$ cat src/rtl/dm_pkg.sv
package dm_pkg;
  typedef enum logic [2:0] {
    TG_CORE   = 3'd0,
    TG_SFR    = 3'd1,
    TG_GPR    = 3'd2,
    TG_COMMON = 3'd3,
    TG_PROG   = 3'd4,
    TG_NONE   = 3'd5
  } tgt_e;

  localparam int OFF_W   = 7;
  localparam int BANK_W  = 5;
  localparam int PTR_W   = 16;
  localparam int PA_W    = 15;
  localparam int DW      = 8;
  localparam int CORE_N  = 12;
  localparam int SFR_LO  = 12;
  localparam int GPR_LO  = 32;
  localparam int GPR_N   = 80;
  localparam int COM_LO  = 112;
  localparam int COM_N   = 16;
  localparam int BANK_SZ = 128;

  // Region from offset and bank; general RAM exists only in low banks
  function automatic tgt_e region(input logic [OFF_W-1:0] off,
                                  input logic [BANK_W-1:0] bank,
                                  input int gpr_banks);
    if (off < OFF_W'(SFR_LO))      return TG_CORE;
    else if (off < OFF_W'(GPR_LO)) return TG_SFR;
    else if (off < OFF_W'(COM_LO)) return (int'(bank) < gpr_banks) ? TG_GPR : TG_NONE;
    else                           return TG_COMMON;
  endfunction

  function automatic logic [PA_W-1:0] gpr_index(input logic [BANK_W-1:0] bank,
                                                input logic [OFF_W-1:0] off);
    return PA_W'(bank) * PA_W'(GPR_N) + PA_W'(off) - PA_W'(GPR_LO);
  endfunction
endpackage

$ cat src/rtl/dm_route.sv
module dm_route
  import dm_pkg::*;
(
  input  logic              acc_ind,
  input  logic              acc_psel,
  input  logic [OFF_W-1:0]  acc_off,
  input  logic [BANK_W-1:0] bank_reg,
  input  logic [PTR_W-1:0]  ptr0,
  input  logic [PTR_W-1:0]  ptr1,
  output logic [BANK_W-1:0] bank,
  output logic [OFF_W-1:0]  off,
  output logic              to_prog,
  output logic [PA_W-1:0]   prog_addr
);
  logic [PTR_W-1:0] ptr;

  always_comb begin
    ptr       = acc_psel ? ptr1 : ptr0;
    to_prog   = acc_ind & ptr[PTR_W-1];
    prog_addr = ptr[PA_W-1:0];
    bank      = acc_ind ? ptr[OFF_W+BANK_W-1:OFF_W] : bank_reg;
    off       = acc_ind ? ptr[OFF_W-1:0] : acc_off;
  end
endmodule

$ cat src/rtl/dm_decode.sv
module dm_decode
  import dm_pkg::*;
#(
  parameter int GPR_BANKS = 4
) (
  input  logic [BANK_W-1:0] bank,
  input  logic [OFF_W-1:0]  off,
  input  logic              to_prog,
  input  logic [PA_W-1:0]   prog_addr,
  output tgt_e              tgt,
  output logic [PA_W-1:0]   phys_addr
);
  always_comb begin
    if (to_prog) begin
      tgt       = TG_PROG;
      phys_addr = prog_addr;
    end else begin
      tgt = region(off, bank, GPR_BANKS);
      case (tgt)
        TG_CORE:   phys_addr = PA_W'(off);
        TG_SFR:    phys_addr = PA_W'(bank) * PA_W'(BANK_SZ) + PA_W'(off);
        TG_GPR:    phys_addr = gpr_index(bank, off);
        TG_COMMON: phys_addr = PA_W'(off) - PA_W'(COM_LO);
        default:   phys_addr = '0;
      endcase
    end
  end
endmodule

$ cat src/rtl/dm_store.sv
module dm_store
  import dm_pkg::*;
#(
  parameter int GPR_BANKS = 4,
  localparam int GPR_TOT = GPR_BANKS * GPR_N,
  localparam int GI_W    = $clog2(GPR_TOT)
) (
  input  logic              clk,
  input  logic              rst_n,
  input  logic              wr_en,
  input  tgt_e              tgt,
  input  logic [3:0]        off_lo,
  input  logic [GI_W-1:0]   gidx,
  input  logic [DW-1:0]     wdata,
  output logic [DW-1:0]     st_rdata,
  output logic [BANK_W-1:0] bank_reg,
  output logic [PTR_W-1:0]  ptr0,
  output logic [PTR_W-1:0]  ptr1
);
  logic [DW-1:0] core_q [CORE_N];
  logic [DW-1:0] gpr_q  [GPR_TOT];
  logic [DW-1:0] com_q  [COM_N];

  always_ff @(posedge clk or negedge rst_n) begin
    if (!rst_n) begin
      for (int i = 0; i < CORE_N; i++) core_q[i] <= '0;
    end else if (wr_en && tgt == TG_CORE && int'(off_lo) < CORE_N) begin
      core_q[off_lo] <= wdata;
    end
  end

  always_ff @(posedge clk) begin
    if (wr_en && tgt == TG_GPR)    gpr_q[gidx]  <= wdata;
    if (wr_en && tgt == TG_COMMON) com_q[off_lo] <= wdata;
  end

  always_comb begin
    case (tgt)
      TG_CORE:   st_rdata = (int'(off_lo) < CORE_N) ? core_q[off_lo] : '0;
      TG_GPR:    st_rdata = gpr_q[gidx];
      TG_COMMON: st_rdata = com_q[off_lo];
      default:   st_rdata = '0;
    endcase
    bank_reg = core_q[8][BANK_W-1:0];
    ptr0     = {core_q[5], core_q[4]};
    ptr1     = {core_q[7], core_q[6]};
  end
endmodule

$ cat src/rtl/dm_mapper.sv
module dm_mapper
  import dm_pkg::*;
#(
  parameter int GPR_BANKS = 4,
  localparam int GI_W = $clog2(GPR_BANKS * GPR_N)
) (
  input  logic        clk,
  input  logic        rst_n,
  input  logic        acc_valid,
  input  logic        acc_ind,
  input  logic        acc_psel,
  input  logic [6:0]  acc_off,
  input  logic        acc_we,
  input  logic [7:0]  acc_wdata,
  input  logic [7:0]  sfr_rdata,
  input  logic [7:0]  pm_rdata,
  output logic [2:0]  tgt,
  output logic [14:0] phys_addr,
  output logic [7:0]  rdata,
  output logic        stall,
  output logic        sfr_we,
  output logic [14:0] pm_addr
);
  logic [BANK_W-1:0] bank_reg, bank;
  logic [PTR_W-1:0]  ptr0, ptr1;
  logic [OFF_W-1:0]  off;
  logic              to_prog;
  logic [PA_W-1:0]   prog_addr;
  tgt_e              tgt_w;
  logic [DW-1:0]     st_rdata;
  logic              st_wr;     // event: storage write this cycle
  logic              pm_req;    // event: program read presented
  logic              pm_wait;   // second cycle of a program read

  dm_route u_route (
    .acc_ind, .acc_psel, .acc_off, .bank_reg, .ptr0, .ptr1,
    .bank, .off, .to_prog, .prog_addr
  );

  dm_decode #(.GPR_BANKS(GPR_BANKS)) u_decode (
    .bank, .off, .to_prog, .prog_addr, .tgt(tgt_w), .phys_addr
  );

  assign st_wr = acc_valid & acc_we &
                 (tgt_w == TG_CORE || tgt_w == TG_GPR || tgt_w == TG_COMMON);

  dm_store #(.GPR_BANKS(GPR_BANKS)) u_store (
    .clk, .rst_n, .wr_en(st_wr), .tgt(tgt_w), .off_lo(off[3:0]),
    .gidx(phys_addr[GI_W-1:0]), .wdata(acc_wdata),
    .st_rdata, .bank_reg, .ptr0, .ptr1
  );

  assign pm_req = acc_valid & ~acc_we & (tgt_w == TG_PROG);

  always_ff @(posedge clk or negedge rst_n) begin
    if (!rst_n) pm_wait <= 1'b0;
    else        pm_wait <= pm_req & ~pm_wait;
  end

  always_comb begin
    stall   = pm_req & ~pm_wait;
    sfr_we  = acc_valid & acc_we & (tgt_w == TG_SFR);
    pm_addr = prog_addr;
    tgt     = tgt_w;
    case (tgt_w)
      TG_SFR:  rdata = sfr_rdata;
      TG_PROG: rdata = pm_rdata;
      TG_NONE: rdata = '0;
      default: rdata = st_rdata;
    endcase
  end

  // stall never lasts two cycles in a row
  a_r10_stall_single: assert property (@(posedge clk) disable iff (!rst_n)
    stall |=> !stall);
  // stall only for a presented program read
  a_r10_stall_cause: assert property (@(posedge clk) disable iff (!rst_n)
    stall |-> (acc_valid && !acc_we && tgt == 3'd4));
  // program accesses never write storage or special registers
  a_r9_prog_no_write: assert property (@(posedge clk) disable iff (!rst_n)
    (tgt == 3'd4) |-> (!st_wr && !sfr_we));
  // unimplemented locations read zero
  a_r5_unimp_zero: assert property (@(posedge clk) disable iff (!rst_n)
    (tgt == 3'd5) |-> (rdata == 8'h00 && phys_addr == '0));
  // core register physical addresses stay below 12
  a_r2_core_range: assert property (@(posedge clk) disable iff (!rst_n)
    (tgt == 3'd0) |-> (phys_addr < 15'd12));
endmodule

$ cat config.mk
export PLATFORM = sky130hd
export DESIGN_NAME = dm_mapper
export DESIGN_NICKNAME = d
export VERILOG_FILES = /design/src/rtl/dm_pkg.sv /design/src/rtl/dm_route.sv /design/src/rtl/dm_decode.sv /design/src/rtl/dm_store.sv /design/src/rtl/dm_mapper.sv
export SDC_FILE = /design/constraint.sdc
export NUM_CORES = 2
export LEC_CHECK = 0
export BUFFER_PORTS_ARGS = -buffer_cell sky130_fd_sc_hd__buf_2
export CORE_AREA = 2 2 521 523
export DETAILED_ROUTE_END_ITERATION = 8
export DIE_AREA = 0 0 523 525
export SLEW_MARGIN = 0
export SYNTH_ARGS = -nofsm -noshare
export SYNTH_HDL_FRONTEND = slang
export SYNTH_SLANG_ARGS = --single-unit
$ cat constraint.sdc
create_clock -name clk -period 6.2 [get_ports clk]
set_clock_uncertainty 0.2 [all_clocks]
set_input_delay 0.31 -clock clk [delete_from_list [all_inputs] [get_ports clk]]
set_output_delay 0.31 -clock clk [all_outputs]
set_load 0.05 [all_outputs]
After elaboration in Yosys (flattened, before gate mapping)
Memories as Yosys holds them, arrays and structs flattened.
Index checks and enable logic that the tools add are counted.
- bits in registers: 97
- bits in writable memories: 2688
- bits of input ports: 37
- output and inout port bits: 43
- word-level logic and storage cells: 78
- memories: 2
- memory list (name ; depth ; width ; read ports ; clocked after memory_dff ; wr ports ; line ; RTL):
    u_store.gpr_q ; 320 ; 8 ; 1 ; 0 ; 1 ; dm_store.sv:21 ; logic [DW-1:0] gpr_q [GPR_TOT];
    u_store.com_q ; 16 ; 8 ; 1 ; 0 ; 1 ; dm_store.sv:22 ; logic [DW-1:0] com_q [COM_N];
- add/sub/neg operators: 4
- multipliers: 1
- magnitude comparators: 7
- equality and inequality tests: 8
- mux-type cells: 24
- bitwise logic cells: 10
- reductions and logical operators: 9
- operators by type and width (cell ; count):
    96-bit bitwise mux ; 1
    15-bit case mux with 4 select lines ; 1
    8-bit case mux with 3 select lines ; 2
    8-bit binary-select mux with 4-bit select ; 1
    8-bit demux with 4-bit select ; 1
    8-bit 2-to-1 mux ; 4
    12-bit by 7-bit adder with 13-bit output ; 2
    3-bit 2-to-1 mux ; 6
    16-bit 2-to-1 mux ; 1
    15-bit 2-to-1 mux ; 1
    15-bit by 6-bit subtractor with 15-bit output, second input constant ; 1
    3-bit by 2-bit equality test with 1-bit output, second input constant ; 4
    5-bit by 3-bit multiplier with 8-bit output, second input constant ; 1
    7-bit by 7-bit subtractor with 8-bit output, second input constant ; 1
    1-bit AND ; 7
    7-bit by 4-bit less-than comparator with 1-bit output, second input constant ; 1
    7-bit by 6-bit less-than comparator with 1-bit output, second input constant ; 1
    7-bit less-than comparator, second input constant ; 1
    7-bit 2-to-1 mux ; 1
    3-bit by 1-bit equality test with 1-bit output, second input constant ; 2
    3-bit equality test, second input constant ; 2
    3-bit zero test ; 2
    5-bit >= comparator, second input constant ; 1
    1-bit logical AND ; 5
    other kinds (8) ; 13

Longest topological paths before layout
- depth in word-level cells: 16
- mapped depth: 23
- depth with buffers taken out: 17

Modules after synthesis
Synthesis repeated with hierarchy kept, for this count alone.
- cell total of the unflattened synthesis: 5609
- area, all modules: 111099.1 um^2
- by module, submodules not included (module ; times used ; cells an instance ; area an instance (um^2) ; sequential area each (um^2)):
    dm_store ; 1 ; 5404 ; 109465.0 ; 83119.7
    dm_decode ; 1 ; 137 ; 977.2 ; 0.0
    dm_route ; 1 ; 32 ; 401.6 ; 0.0
    dm_mapper ; 1 ; 36 ; 255.2 ; 25.0

Least setup slack after synthesis
OpenSTA, ideal clock, no wires.
- path type: input -> output
- start point: input port acc_psel
- end point: output port rdata[2]
- data arrival time: 5.247 ns
- required time: 5.690 ns
- setup slack: 0.443 ns
- stages on the path: 19
- path buffers: 4
- cells stage by stage: buf_6 buf_6 buf_2 mux2_2 nor2_1 nor2_1 ha_1 fa_1 xor2_1 inv_1 ha_1 o32a_1 a2bb2oi_2 inv_2 buf_2 nor2_1 nand2_1 nand4_1 o31ai_1
- longest elaborated chain between the ends: 14
- elaborated cells between the ends (all ways): 41
- those cells by class: add/sub (4); mul (1); order compare (5); eq/ne (8); mux (17); bitwise (2); reduce/logical (2); memory (2)
- ends and longest elaborated chain (what ; line ; RTL):
    start: declaration ; dm_mapper.sv:11 ; input logic acc_psel,
    16-bit 2-to-1 mux * ; dm_route.sv:18 ; ptr = acc_psel ? ptr1 : ptr0;
    named net pm_addr[7] ; dm_mapper.sv:22 ; output logic [14:0] pm_addr
    5-bit 2-to-1 mux * ; dm_route.sv:21 ; bank = acc_ind ? ptr[OFF_W+BANK_W-1:OFF_W] : bank_reg;
    parallel branches: the longest is 7 deep, another holds 15-bit by 6-bit subtractor with 15-bit output ; n/a ;
    15-bit case mux with 4 select lines * ; dm_decode.sv:19 ; case (tgt)
    15-bit 2-to-1 mux * ; dm_decode.sv:14 ; if (to_prog) begin
    named net phys_addr[6] ; dm_mapper.sv:18 ; output logic [14:0] phys_addr,
    memory 320 x 8 bit * ; n/a ;
    8-bit case mux with 3 select lines * ; dm_store.sv:38 ; case (tgt)
    8-bit case mux with 3 select lines * ; dm_mapper.sv:65 ; case (tgt_w)
    end: declaration ; dm_mapper.sv:19 ; output logic [7:0] rdata,
Mark *: on every way through the listed nets, which the timed path passes. The select of a mux whose other input is x is not followed.

Final worst setup path
- start point: register u_store.core_q, in the netlist u_store.ptr1[6]
- end point: output port rdata[7]
- longest elaborated chain between the ends: 13
- elaborated cells between the ends (all ways): 29
- those cells by class: add/sub (4); order compare (3); eq/ne (8); mux (11); reduce/logical (2); memory (1)
- ends and longest elaborated chain (what ; line ; RTL):
    start: declaration ; dm_store.sv:20 ; logic [DW-1:0] core_q [CORE_N];
    start signal: indexed assignment ; dm_store.sv:28 ; core_q[off_lo] <= wdata;
    16-bit 2-to-1 mux * ; dm_route.sv:18 ;
    parallel branches: the longest is 11 deep, another holds 15-bit by 6-bit subtractor with 15-bit output ; n/a ;
    8-bit case mux with 3 select lines * ; dm_mapper.sv:65 ;
Every way passes the cells marked *. The select of a mux whose other input is x is not followed.

==> metrics.md <==
| Metric | Value |
|---|---|
| Hold_ws | 0.00764 ns |
| Syn nets | just under 7000 |
| Die W | 523 um |
| Drt total wl | 355 mm |
| Reg2reg start | u_store.ptr1[7]$_DFFE_PN0P_ |
| Clock power frac | 38.2% |
| Num Clock Sinks | around 2800 |
| Worst-path clk slew | 0.06 ns |
| Fill count | approximately 23000 |
| Total overflow reported by the global router | 0 |
| Die area | 275000 um^2 |
| Critical-path maximum fanout | 32 |
| Failing checks | setup timing |
| Ports | 80 |
| Worst Path Required | 5.69 ns |
| RR Endpoint | u_store.gpr_q[96][0]$_DFFE_PP_ |
| Status | finished with violations |
| Nets | approximately 7500 |
| Setup crit start | u_store.ptr1[6]$_DFFE_PN0P_ |
| Placed cell area | about 120000 um^2 |
| Cell taking the most area after synthesis | edfxtp_1 |
| Distinct cells, synth | 91 |
| Commonest non-fill, non-tap cell in the layout | edfxtp_1 |
| Min-Delay Path Class | in2async |
| Avg Inst Size Synth | ~16 um^2 |
| Critical path type | reg2out |
| Non-filler cells, final | 11200 |
| First-pass GRT wire length | 498 mm |
| Initial antenna violation count | 18 |
| Largest regs | u_store.gpr_q: 2560 flops, u_store.com_q: 128 flops, u_store.core_q: 59 flops |
| Pint | 33.0 mW |
| Largest register by flop count | u_store.gpr_q |
| CTS Buf Count | 299 |
| Yosys warnings | 0 |
| Clk Latency, worst-skew pair | 0.94 ns |
| Number of synthesized flops with an enable pin | 2688 |
| Sequential fraction of the synthesis area | 77.6% |
| Tot GR Track Use | approximately a quarter |
| Async SR Flop Fraction | 3.48% |
| Unrepaired setup endpoints after global routing | yes |
| MaxCap Viol Count | 0 |
| Max FFs per register | 2560 |
| Register area | between 80000 and 90000 um^2 |
| Dpl ws | -0.432 ns |
| Max H-tree Level | 5 |
| PortBufs | 79 |
| Synth Flop Type | edfxtp_1 |
| Critical Path AT | 5.78 ns |
| Fin. max-slew vios | 0 |
| DRC viols | 0 |
| Setup slack, reg-to-reg | 0.70 ns |
| Part of the power in registers | 46.4% |
| Final ANT Viol Nets | 0 |
| Total power | about 45 mW |
| Worst VDD drop | 0.339 mV |
| CORE AREA | 269000 um^2 |
| Period utilisation layout | 102% |
| Final setup TNS | -0.239 ns |
| Avg WL per Cell | 31.6 um |
| Initial core utilization | 39.8% |
| Hpwl dp | 207 mm |
| Power per Cell Area | 350 nW/um^2 |
| Final Wtd Congestion | 0.928 |
| Cells after synthesis | approximately 6900 |
| DR vias/cell | slightly above 6 |
| Final Setup Violations | 4 |
| Finished Cell Area | 128000 um^2 |
| Utilization after layout | 47.5% |
| Largest net degree at the start of global routing | 148 |
| Clk buf depth | 4 |
| Synthesized cell area | 107000 um^2 |
| Final Hold Fails | 0 |
| PnR worst setup slack | -0.0933 ns |
| Max Fclk | 0.159 GHz |
| CTS tree | built |
| 1st-iter DRT viols | 10500 |
| Lkg Pwr | 41.3 nW |
| P_sw | 11.8 mW |
| Vias | 69800 |
| Worst-Margin Slew | between 1 and 1.5 ns |
| Nature of the critical path endpoint | primary output |
| Period minus WS final | 6.29 ns |
| CP endpoint | rdata[7] |
| Placed cell count | 10600 |
| Vias in the first global route | 66800 |
| Share of cells above drive strength 1 | about a fifth |
| Post-synth top area share | 75.3% |
| Net Sw Frac | 26.4% |
| Crit start category | flop |
| Area Growth Syn to Fin | 19.5% |
| Most frequent cells in the layout | 2688 x edfxtp_1, 953 x o22ai_1, 671 x nand2_1, 471 x buf_4, 447 x nor2_1 |
| Synth area leaders | edfxtp_1 75%, o22ai_1 5.6%, nand2_1 2.4% |
| Die H | 525 um |
| Area taken by multi-input logic gates | roughly 23000 um^2 |
| Yosys reg bits | 2785 |
| Root Buffer | clkbuf_16 |
| Slew Limit Headroom | between 10% and 20% |
| Initial DRT Pass Iterations | 6 |
| Gate power share | 15.3% |
| # rows | 191 |
| R2R cell count | 18 |
[power groups by stage]
stage | sequential, mW | clock, mW | combinational, mW
2_1_floorplan | 21.1 | 0 | 2.91
3_3_place_gp | 21.2 | 0 | 5.80
3_5_place_dp | 21.2 | 0 | 5.82
4_1_cts | 20.8 | 17.2 | 6.52
5_1_grt | 20.8 | 17.9 | 7.04
6_report | 20.8 | 17.1 | 6.87
[critical path, stage by stage, from the launching register on]
cell	delay [ns]
dfrtp_1	0.47
mux2i_1	0.15
a21oi_1	0.34
ha_4	0.19
buf_4	0.14
a211oi_4	0.05
nand2_4	0.16
o21ai_4	0.07
buf_12	0.16
buf_12	0.16
inv_12	0.24
buf_16	0.29
buf_4	0.22
nand2_1	0.06
a31oi_1	0.31
o22ai_1	0.18
o21bai_2	0.23
nand4_1	0.25
a2111o_1	0.62
o21ai_2	0.24
buf_6	0.14
buf_12	0.13
[cell type report]
class / count / share of cell area, %
clock inverters: 141 / 1.01
clock buffers: 376 / 6.19
repair buffers: 744 / 6.23
inverters: 36 / 0.130
well taps: 3570 / 3.49
diodes: 14 / 0.0274
flip-flops and latches: 2785 / 64.9
multi-input cells: 3568 / 18.0
[cells in the mapped netlist, types with 6 or more instances]
cell	number
buf_1	27
inv_1	32
nor3_1	30
edfxtp_1	2688
buf_2	221
buf_6	12
buf_4	54
nand3_1	89
o21ai_1	19
nand4_1	31
o211ai_1	8
mux2_2	107
a31oi_1	210
a21o_1	10
a22oi_1	26
o41ai_1	15
a221oi_1	14
a21boi_0	12
a21oi_1	49
o21ai_0	382
o21a_1	9
and3_1	38
nor2b_1	8
ha_1	12
mux2i_1	46
a211oi_1	47
o22ai_1	965
clkbuf_1	186
dfrtp_1	97
a32oi_1	16
o22a_1	19
o221ai_1	25
o31ai_1	8
mux4_2	56
a41oi_1	65
a41o_1	7
a311oi_1	6
nor2_1	458
nand2_1	673
[kinds of logic (layout without fill, tap and decap cells)]
kind of cell / count (synthesis) / in the layout / share of synthesized area, %
flip-flops: 2785 / 2785 / 77.6
AO/OA/AOI/OAI: 1971 / 1971 / 11.7
AND/OR/NAND/NOR: 1363 / 1363 / 5.23
buffers and inverters: 536 / 1297 / 2.41
multiplexers: 211 / 211 / 2.76
adder cells (fa/ha/maj): 14 / 14 / 0.177
XOR/XNOR: 9 / 9 / 0.0864
other: 0 / 14 / 0
[repair_timing]
item | in CTS | in global routing
setup buffers | 77 | 12
gates cloned | 27 | 3
setup endpoints to repair | 323 | 8
hold endpoints to repair | 878 | 0
hold buffers | 14 | 0
gates resized for setup | 383 | 105
pin swaps | 80 | 36
[layer usage]
metal,vias to the layer above,track usage (%),part of all wire (%)
li1,28700,-,-
met1,35500,34.4,38
met2,4765,37.9,45
met3,818,6.59,12
met4,12,10.4,4.3
met5,-,0,0.025
[how the worst min path moves through the flow]
stage               depth (start not counted)                              to  start  slack [ns]
floorplan                                   0               pm_wait$_DFF_PN0_  rst_n       -0.19
global placement                            1               pm_wait$_DFF_PN0_  rst_n       -0.03
detailed placement                          1               pm_wait$_DFF_PN0_  rst_n       -0.03
CTS                                         3  u_store.core_q[90]$_DFFE_PN0P_  rst_n       0.007
global route                                3  u_store.core_q[67]$_DFFE_PN0P_  rst_n        0.11
finish                                      3  u_store.core_q[75]$_DFFE_PN0P_  rst_n       0.008
Power figures use the tool's default switching activity.
